## src/rtl/tmr_pkg.sv

```systemverilog
package tmr_pkg;

    localparam int DEF_CNT_W  = 16;
    localparam int DEF_TRIG_N = 16;
    localparam int DEF_DIV_W  = 3;

    typedef enum logic [1:0] {
        CM_OFF = 2'b00,
        CM_SYS = 2'b01,
        CM_EXT = 2'b10,
        CM_RSV = 2'b11
    } clk_mode_e;

    typedef enum logic [1:0] {
        ST_OFF,
        ST_WAIT,
        ST_RUN,
        ST_HALT
    } tmr_state_e;

    typedef struct packed {
        logic updown;
        logic start_on_trig;
        logic stop_on_ovf;
        logic reload_on_trig;
    } tmr_ctl_t;

    function automatic logic is_counting_mode(input clk_mode_e m);
        return (m == CM_SYS) || (m == CM_EXT);
    endfunction

endpackage

```

## src/rtl/tmr_sync.sv

```systemverilog
module tmr_sync #(
    parameter int W = 1
) (
    input  logic         clk,
    input  logic         rst,
    input  logic [W-1:0] d_in,
    output logic [W-1:0] rise
);
    logic [W-1:0] meta_q, stab_q, prev_q;

    always_ff @(posedge clk) begin
        if (rst) begin
            meta_q <= '0;
            stab_q <= '0;
            prev_q <= '0;
        end else begin
            meta_q <= d_in;
            stab_q <= meta_q;
            prev_q <= stab_q;
        end
    end

    assign rise = stab_q & ~prev_q;
endmodule

```

## src/rtl/tmr_prescale.sv

```systemverilog
module tmr_prescale #(
    parameter int DIV_W = 3,
    localparam int PRE_W = (1 << DIV_W) - 1
) (
    input  logic             clk,
    input  logic             rst,
    input  logic             clear,
    input  logic             enable,
    input  logic             src,
    input  logic [DIV_W-1:0] div,
    output logic             tick
);
    logic [PRE_W-1:0] phase_q;
    logic [PRE_W-1:0] limit;

    assign limit = PRE_W'((PRE_W + 1)'(1) << div) - PRE_W'(1);
    assign tick  = enable && src && (phase_q == limit);

    always_ff @(posedge clk) begin
        if (rst || clear) begin
            phase_q <= '0;
        end else if (enable && src) begin
            phase_q <= (phase_q == limit) ? '0 : phase_q + PRE_W'(1);
        end
    end
endmodule

```

## src/rtl/tmr_core.sv

```systemverilog
module tmr_core #(
    parameter int CNT_W = 16
) (
    input  logic             clk,
    input  logic             rst,
    input  logic             tick,
    input  logic             reload,
    input  logic             updown,
    input  logic [CNT_W-1:0] modulo,
    output logic [CNT_W-1:0] count,
    output logic             ovf_evt
);
    localparam logic [CNT_W-1:0] ONE = CNT_W'(1);

    logic [CNT_W-1:0] cnt_q, cnt_d;
    logic             down_q, down_d;

    always_comb begin
        cnt_d   = cnt_q;
        down_d  = down_q && updown;
        ovf_evt = 1'b0;
        if (reload) begin
            cnt_d  = '0;
            down_d = 1'b0;
        end else if (tick) begin
            if (!updown) begin
                if (cnt_q == modulo) begin
                    cnt_d   = '0;
                    ovf_evt = 1'b1;
                end else begin
                    cnt_d = cnt_q + ONE;
                end
            end else if (!down_q) begin
                if (cnt_q >= modulo) begin
                    if (cnt_q <= ONE) begin
                        cnt_d   = '0;
                        ovf_evt = 1'b1;
                    end else begin
                        cnt_d  = cnt_q - ONE;
                        down_d = 1'b1;
                    end
                end else begin
                    cnt_d = cnt_q + ONE;
                end
            end else begin
                if (cnt_q <= ONE) begin
                    cnt_d   = '0;
                    ovf_evt = 1'b1;
                    down_d  = 1'b0;
                end else begin
                    cnt_d = cnt_q - ONE;
                end
            end
        end
    end

    always_ff @(posedge clk) begin
        if (rst) begin
            cnt_q  <= '0;
            down_q <= 1'b0;
        end else begin
            cnt_q  <= cnt_d;
            down_q <= down_d;
        end
    end

    assign count = cnt_q;
endmodule

```

## src/rtl/trig_timer.sv

```systemverilog
module trig_timer
    import tmr_pkg::*;
#(
    parameter int CNT_W  = DEF_CNT_W,
    parameter int TRIG_N = DEF_TRIG_N,
    parameter int DIV_W  = DEF_DIV_W,
    localparam int SEL_W = $clog2(TRIG_N)
) (
    input  logic              clk,
    input  logic              rst,
    input  logic              ext_clk_in,
    input  logic [TRIG_N-1:0] trig_in,
    input  logic              dbg_active,
    input  logic              doze_active,
    input  logic [DIV_W-1:0]  cfg_div,
    input  logic [1:0]        cfg_clkmode,
    input  logic              cfg_updown,
    input  logic              cfg_ovf_ie,
    input  logic              cfg_start_on_trig,
    input  logic              cfg_stop_on_ovf,
    input  logic              cfg_reload_on_trig,
    input  logic [SEL_W-1:0]  cfg_trig_sel,
    input  logic [1:0]        cfg_dbg_run,
    input  logic              cfg_doze_pause,
    input  logic [CNT_W-1:0]  modulo,
    input  logic              ovf_clr,
    output logic [CNT_W-1:0]  count,
    output logic              ovf_flag,
    output logic              irq
);
    tmr_ctl_t    ctl;
    clk_mode_e   mode;
    tmr_state_e  state_q;
    logic [0:0]        ext_rise;
    logic [TRIG_N-1:0] trig_rise;
    logic enabled, paused, trig_ev, reload, src, run_en, tick, ovf_evt;
    logic flag_q;

    assign ctl = '{updown:         cfg_updown,
                   start_on_trig:  cfg_start_on_trig,
                   stop_on_ovf:    cfg_stop_on_ovf,
                   reload_on_trig: cfg_reload_on_trig};
    assign mode = clk_mode_e'(cfg_clkmode);

    tmr_sync #(.W(1)) u_ext_sync (
        .clk(clk), .rst(rst), .d_in(ext_clk_in), .rise(ext_rise));

    tmr_sync #(.W(TRIG_N)) u_trig_sync (
        .clk(clk), .rst(rst), .d_in(trig_in), .rise(trig_rise));

    assign enabled = is_counting_mode(mode);
    assign paused  = (dbg_active && (cfg_dbg_run != 2'b11)) ||
                     (doze_active && cfg_doze_pause);
    assign trig_ev = trig_rise[cfg_trig_sel] && !paused;
    assign reload  = trig_ev && ctl.reload_on_trig && enabled && (state_q != ST_OFF);
    assign src     = (mode == CM_SYS) || ((mode == CM_EXT) && ext_rise[0]);
    assign run_en  = (state_q == ST_RUN) && !paused;

    always_ff @(posedge clk) begin
        if (rst || !enabled) begin
            state_q <= ST_OFF;
        end else begin
            case (state_q)
                ST_OFF:  state_q <= ctl.start_on_trig ? ST_WAIT : ST_RUN;
                ST_WAIT: if (trig_ev) state_q <= ST_RUN;
                ST_RUN:  if (ovf_evt && ctl.stop_on_ovf)
                             state_q <= ctl.start_on_trig ? ST_WAIT : ST_HALT;
                default: state_q <= ST_HALT;
            endcase
        end
    end

    tmr_prescale #(.DIV_W(DIV_W)) u_pre (
        .clk(clk), .rst(rst),
        .clear((state_q != ST_RUN) || reload),
        .enable(run_en), .src(src), .div(cfg_div), .tick(tick));

    tmr_core #(.CNT_W(CNT_W)) u_core (
        .clk(clk), .rst(rst), .tick(tick), .reload(reload),
        .updown(ctl.updown), .modulo(modulo),
        .count(count), .ovf_evt(ovf_evt));

    always_ff @(posedge clk) begin
        if (rst)          flag_q <= 1'b0;
        else if (ovf_evt) flag_q <= 1'b1;
        else if (ovf_clr) flag_q <= 1'b0;
    end

    assign ovf_flag = flag_q;
    assign irq      = flag_q && cfg_ovf_ie;
endmodule

```

## config.mk

```make
export PLATFORM = sky130hd
export DESIGN_NAME = trig_timer
export DESIGN_NICKNAME = d
export VERILOG_FILES = /design/src/rtl/tmr_pkg.sv /design/src/rtl/tmr_sync.sv /design/src/rtl/tmr_prescale.sv /design/src/rtl/tmr_core.sv /design/src/rtl/trig_timer.sv
export SDC_FILE = /design/constraint.sdc
export NUM_CORES = 1
export LEC_CHECK = 0
export ABC_AREA = 1
export BUFFER_PORTS_ARGS = -buffer_cell sky130_fd_sc_hd__buf_4
export CAP_MARGIN = 20
export CORE_AREA = 2 2 115 117
export CTS_CLUSTER_SIZE = 28
export DETAILED_ROUTE_END_ITERATION = 7
export DIE_AREA = 0 0 117 119
export GPL_ROUTABILITY_DRIVEN = 0
export PLACE_DENSITY_LB_ADDON = 0.15
export SLEW_MARGIN = 5
export SYNTH_ARGS = -nofsm -noshare
export SYNTH_HDL_FRONTEND = slang
export SYNTH_SLANG_ARGS = --single-unit
```

## constraint.sdc

```tcl
create_clock -name clk -period 2.99 [get_ports clk]
set_input_delay 0.598 -clock clk [delete_from_list [all_inputs] [get_ports clk]]
set_output_delay 0.598 -clock clk [all_outputs]
set_load 0.01 [all_outputs]
```

### After elaboration in Yosys (flattened, before gate mapping)

Cells that the tools add are included.

| cells by class | value |
|---|---|
| add/sub/neg operators | 4 |
| multipliers | 0 |
| divide/modulo/power cells | 0 |
| magnitude comparators | 3 |
| eq/ne operators | 10 |
| shift operators | 1 |
| multiplexer cells | 28 |
| bitwise operators | 4 |
| reduce and logical (&&, ||, !) cells | 26 |

Operators by type and width:

| operator | count |
|---|---|
| 16-bit 2-to-1 mux | 5 |
| 16-bit by 1-bit adder with 16-bit output, second input constant | 1 |
| 16-bit bitwise AND | 1 |
| 16-bit == test | 1 |
| 16-bit >= comparator | 1 |
| 16-bit by 1-bit <= comparator with 1-bit output, second input constant | 1 |
| 1-bit 2-to-1 mux | 16 |
| 16-bit inverter | 1 |
| 16-bit by 1-bit subtractor with 16-bit output, second input constant | 1 |
| 1-bit logical AND | 13 |
| 2-bit 2-to-1 mux | 4 |
| 7-bit by 1-bit adder with 7-bit output, second input constant | 1 |
| 7-bit == test | 1 |
| 7-bit 2-to-1 mux | 1 |
| 1-bit by 3-bit << shifter with 7-bit output, first input constant | 1 |
| 7-bit by 2-bit subtractor with 7-bit output, second input constant | 1 |
| 1-bit logical OR | 6 |
| 2-bit inequality test, second input constant | 3 |
| 2-bit one-hot mux with 3 select lines | 1 |
| 4-bit by 5-bit < comparator with 1-bit output, second input constant | 1 |
| 1-bit binary-select mux with 4-bit select | 1 |
| 2-bit by 1-bit == test with 1-bit output, second input constant | 2 |
| 2-bit == test, second input constant | 2 |
| 2-bit nonzero test | 2 |
| 7 further kinds | 8 |

| word-level totals | value |
|---|---|
| bits in registers | 78 |
| bits in latches | 0 |
| bits in writable memories | 0 |
| memory bits (read-only) | 0 |
| input bits | 55 |
| output and inout port bits | 18 |
| word-level logic and storage cells | 87 |
| memories kept | 0 |

### Depth between registers and ports, before layout

| logic depth | value |
|---|---|
| depth in word-level cells | 12 |
| mapped depth | 16 |
| depth with buffers taken out | 16 |

### Cells and area by module

A second synthesis with hierarchy kept.

| unflattened totals | value |
|---|---|
| cell total of the unflattened synthesis | 752 |
| area total of the unflattened synthesis | 4971.0 sq um |

Modules (own cells, without submodules):

| module | instances | cells each | area each (sq um) | sequential area each (sq um) |
|---|---|---|---|---|
| tmr_core | 1 | 401 | 2471.1 | 340.3 |
| tmr_sync (u_trig_sync) | 1 | 165 | 1425.1 | 960.9 |
| tmr_prescale | 1 | 87 | 511.7 | 140.1 |
| trig_timer | 1 | 89 | 476.7 | 60.1 |
| tmr_sync (u_ext_sync) | 1 | 10 | 86.3 | 60.1 |

### Worst setup path before layout

OpenSTA, ideal clock, no wires.

| timing | value |
|---|---|
| kind | input -> register |
| from | in cfg_div[1] |
| to | reg u_core.cnt_q[11] (netlist: u_core.count[11]) |
| setup time | 0.121 ns |
| data arrival time | 2.072 ns |
| path slack | 0.797 ns |
| stages on the path | 12 |
| cells stage by stage | nor2_2 nand2_1 ha_1 xnor2_1 nor2_1 nand4_1 nor2_2 nand3_2 buf_6 buf_8 a31oi_1 a21oi_1 |

| between the ends | value |
|---|---|
| word-level cells in the longest chain between the ends | 4 |

RTL lines:

| what | RTL line | text |
|---|---|---|
| start: declaration | trig_timer.sv:15 | `input logic [DIV_W-1:0] cfg_div,` |
| 1-bit by 3-bit << shifter with 7-bit output | tmr_prescale.sv:16 | `assign limit = PRE_W'((PRE_W + 1)'(1) << div) - PRE_W'(1);` |
| 7-bit by 2-bit subtractor with 7-bit output | tmr_prescale.sv:16 |  |
| 7-bit == test | tmr_prescale.sv:17 | `assign tick = enable && src && (phase_q == limit);` |
| 1-bit logical AND | tmr_prescale.sv:17 |  |
| end signal: assignment | tmr_core.sv:62 | `cnt_q <= cnt_d;` |
| end: declaration | tmr_core.sv:15 | `logic [CNT_W-1:0] cnt_q, cnt_d;` |

Every way passes these cells.
A chain may end at the register's enable or synchronous reset.

### Worst setup path after layout

| timing | value |
|---|---|
| from | reg u_core.cnt_q[0] (netlist: u_core.count[0]) |
| to | reg u_core.cnt_q[5] (netlist: u_core.count[5]) |

| between the ends | value |
|---|---|
| word-level cells in the longest chain between the ends | 5 |
| elaborated cells on any way between the ends | 10 |
| those cells by class | add/sub: 2; order compare: 2; eq/ne: 1; mux: 5 |

RTL lines:

| what | RTL line | text |
|---|---|---|
| 16-bit by 1-bit subtractor with 16-bit output or 16-bit by 1-bit <= comparator with 1-bit output (tied branches) | n/a |  |
| 16-bit 2-to-1 mux | tmr_core.sv:35, tmr_core.sv:46 |  |
| 16-bit 2-to-1 mux | tmr_core.sv:34 | `if (cnt_q >= modulo) begin` |
| 16-bit 2-to-1 mux | tmr_core.sv:33 | `end else if (!down_q) begin` |
| 16-bit 2-to-1 mux * | tmr_core.sv:26 | `if (!updown) begin` |

Mark *: on every way between the ends. The rest lies on a longest branch, timed or not.

==> out/metrics.cfg <==
[outcome]
status = finished, final reports clean

[routing]
dr.first_iter.drc_count = 217
vias = 4015
ant_nets = 0
wl_per_cell_um = 11.4
vias_per_cell = 4.49
drcViolationCount = 0
dr.pass1.iters = 7
drt-total-wl_um = 10100

[power_and_ir_drop]
swShare_pct = 22.3
pwr_density_cell_mw_per_mm2 = 449
p_comb_share_pct = 7.9
pwr-share-clk_pct = 48.0
ir_worst_vdd_v = 0.000329
switchingPower_mw = 0.544
power.leakage_nw = 2.76
internal-power_mw = 1.90
share_seq_of_total_power_pct = 44.2

[sta]
rsz0062_at_grt = false
timing.final.crit_share_pct = 78.7
period_minus_slack_ns = 2.35
max-slew-margin-rel_pct = 66.5
worst_slew_pin_slew_ns = 0.498
drv_slew = 0
fmax_ghz = 0.425
tns_ns = 0
finalSetupViolCount = 0
timing.final.ws_setup_ns = 0.638
fin_skew_ns = 0.00751
hold_violations = 0

[cts]
postCtsSetupBuffers = 0
clock_path_buffers = 2
cts-root-buf = clkbuf_16
cts_resized = 0
cts_buffers = 9
clock_latency_ns = 0.33
cts_num_sinks = 78
clk_pin_slew_worst_paths_ns = 0.06
cts_tree = done
hold_buffers = 0
htreeDepth = 3

[global_routing]
grtUsageMet3_pct = 3.00
grt_pass1_vias = 3785
busiest_layer = met2
grt_max_degree = 54
grt.met2_usage_pct = 24.9
grt_overflow = 0
grt_pass1_wl_um = 17100
met1_usage_pct = 19.9
track_usage_pct = 15.4
antenna_found_initial = 0

[final_layout]
layout_common_cells = inv_1, nor2_1, nand2_1
final_common_cell = inv_1
diodes = 0
nNetsFinal = 791
finalInstanceArea_mm2 = 0.00544
stdcell_count = 894
area_growth_pct = 24.2
drive_gt1_share_pct = 16.0

[logic_synthesis]
yosys-top-cells-area = dfxtp_1, inv_1, nor2_1
syn-num-nets = 714
ys_types = 38
synthCells = 636
netlist_area_mm2 = 0.00438
ys_seq_area_share_pct = 35.7
syn_avg_cell_area_um2 = 6.88
yosys_warnings = 0
yosysTopAreaCell = dfxtp_1
synth_top_area_share_pct = 35.7
synth-seq-cells = 78

[critical_path]
crit_top_cell = nand2_1
critPathSlowestCell = dfxtp_1
cp_max_fo = 7
critPathLaunchType = flop
crit_arrival_ns = 2.61
cp_cell_sequence = inv_1 > ha_1 > nand2_1 > nor2_1 > nand2_1 > o21ai_0 > nor2_1 > nand3_1 > nand2_1 > inv_1 > o21ai_0 > nand2_1 > a21oi_1
timing.critical_path.slowest_cell_delay_ns = 0.47
end_kind = flop
critPathKind = flop to flop
required_ns = 3.24

[placed_design]
dpl-instance-area_mm2 = 0.00511
hpwlAfterDp_um = 7750
place_inst = 878
port_buffers = 72
pre_cts_ws_ns = 0.294

[flow_run]
cap_violations = 0

[floorplanning]
die_h_um = 119
core_area_mm2 = 0.0129
ioPinCount = 73
die_w_um = 117
start_util_pct = 34.0
dieArea_mm2 = 0.0139
row_count = 42

[hold_path]
worst_hold_path_type = flop to flop

cells by family after synthesis:
| kind of cell | Yosys count | share of synthesized area, % |
|---|---|---|
| adder cells (fa/ha/maj) | 23 | 6.58 |
| AO/OA/AOI/OAI | 74 | 10.3 |
| AND/OR/NAND/NOR | 288 | 28.2 |
| flip-flops | 78 | 35.7 |
| XOR/XNOR | 32 | 6.41 |
| buffers and inverters | 141 | 12.8 |
cell type report:
| class | instances | area [µm²] |
|---|---|---|
| Tap cell | 176 | 220 |
| Clock inverter | 6 | 92.6 |
| Multi-Input combinational cell | 417 | 2250 |
| Fill cell | 1355 | 7440 |
| Timing Repair Buffer | 81 | 608 |
| Clock buffer | 10 | 229 |
| Inverter | 126 | 473 |
| Sequential cell | 78 | 1560 |
path summary, 6_finish.rpt:
check                           slack (ns)  cells after the start               endpoint                  start
worst min-delay path                  0.40                      2  u_trig_sync.stab_q[5]  u_trig_sync.meta_q[5]
worst max-delay path                  0.64                     13        u_core.count[5]        u_core.count[0]
worst max register to register        0.64                     13        u_core.count[5]        u_core.count[0]
worst min register to register        0.40                      2  u_trig_sync.stab_q[5]  u_trig_sync.meta_q[5]
metrics by stage:
step,hold slack [ns],power (mW),utilization [%]
final,0.398,2.44,42.2
after global routing,0.414,2.55,42.2
after CTS,0.398,2.48,42.2
after detailed placement,0.392,1.30,39.7
after global placement,0.390,1.29,39.7
after floorplan,0.388,1.21,-
synth_stat cells:
cell type    n
a21oi_1     24
o211ai_1     1
ha_1        23
nor3_2       2
nor4_1       3
nor3_1       5
o21a_1       7
nand3_1     43
a31oi_1      3
a21o_1       1
inv_1      121
o21ai_1      2
a31o_2       1
nand2_1    101
inv_2        5
nor3b_1      3
nor2_1     110
dfxtp_1     78
o21ai_0     18
buf_4        2
nand3b_1     5
buf_6        1
buf_2        2
a21boi_0     3
a21oi_2      3
clkbuf_2     3
nor2_2       5
o2111ai_1    2
o21bai_1     5
xnor2_1      2
buf_8        1
nand4_1      8
nand2_2      2
xor2_1      30
nand3_2      1
clkbuf_1     6
a22oi_1      2
o31ai_1      2
power by group through the flow:
| stage | Combinational (mW) | Clock (mW) | Sequential (mW) |
|---|---|---|---|
| finish | 0.192 | 1.17 | 1.08 |
| global route | 0.223 | 1.25 | 1.08 |
| CTS | 0.195 | 1.20 | 1.08 |
| detailed placement | 0.194 | 0 | 1.10 |
| global placement | 0.191 | 0 | 1.10 |
| floorplan | 0.111 | 0 | 1.10 |
critical path: cells and delay by family, from the launching register on:
kind / cells / cell delay, ns
and+or+nand+nor: 7 / 0.78
DFF: 1 / 0.47
AOI/OAI and AO/OA: 3 / 0.42
buffers and inverters: 2 / 0.33
adders and majority gates: 1 / 0.29
state kept, by name, indices dropped and copies added, names as in the netlist:
register and cells:
u_trig_sync.stab_q 16, u_ext_sync.stab_q 1, u_trig_sync.prev_q 16, u_trig_sync.meta_q 16, ovf_flag 1, state_q 2, u_core.down_q 1, u_ext_sync.meta_q 1
u_core.count 16, u_ext_sync.prev_q 1, u_pre.phase_q 7
metal layers:
metal,share of wire [%],vias to the layer above
met5,0,-
met4,2.0,0
met3,4.2,13
met2,48,92
met1,46,1780
li1,-,2130
Power figures use the tool's default switching activity.
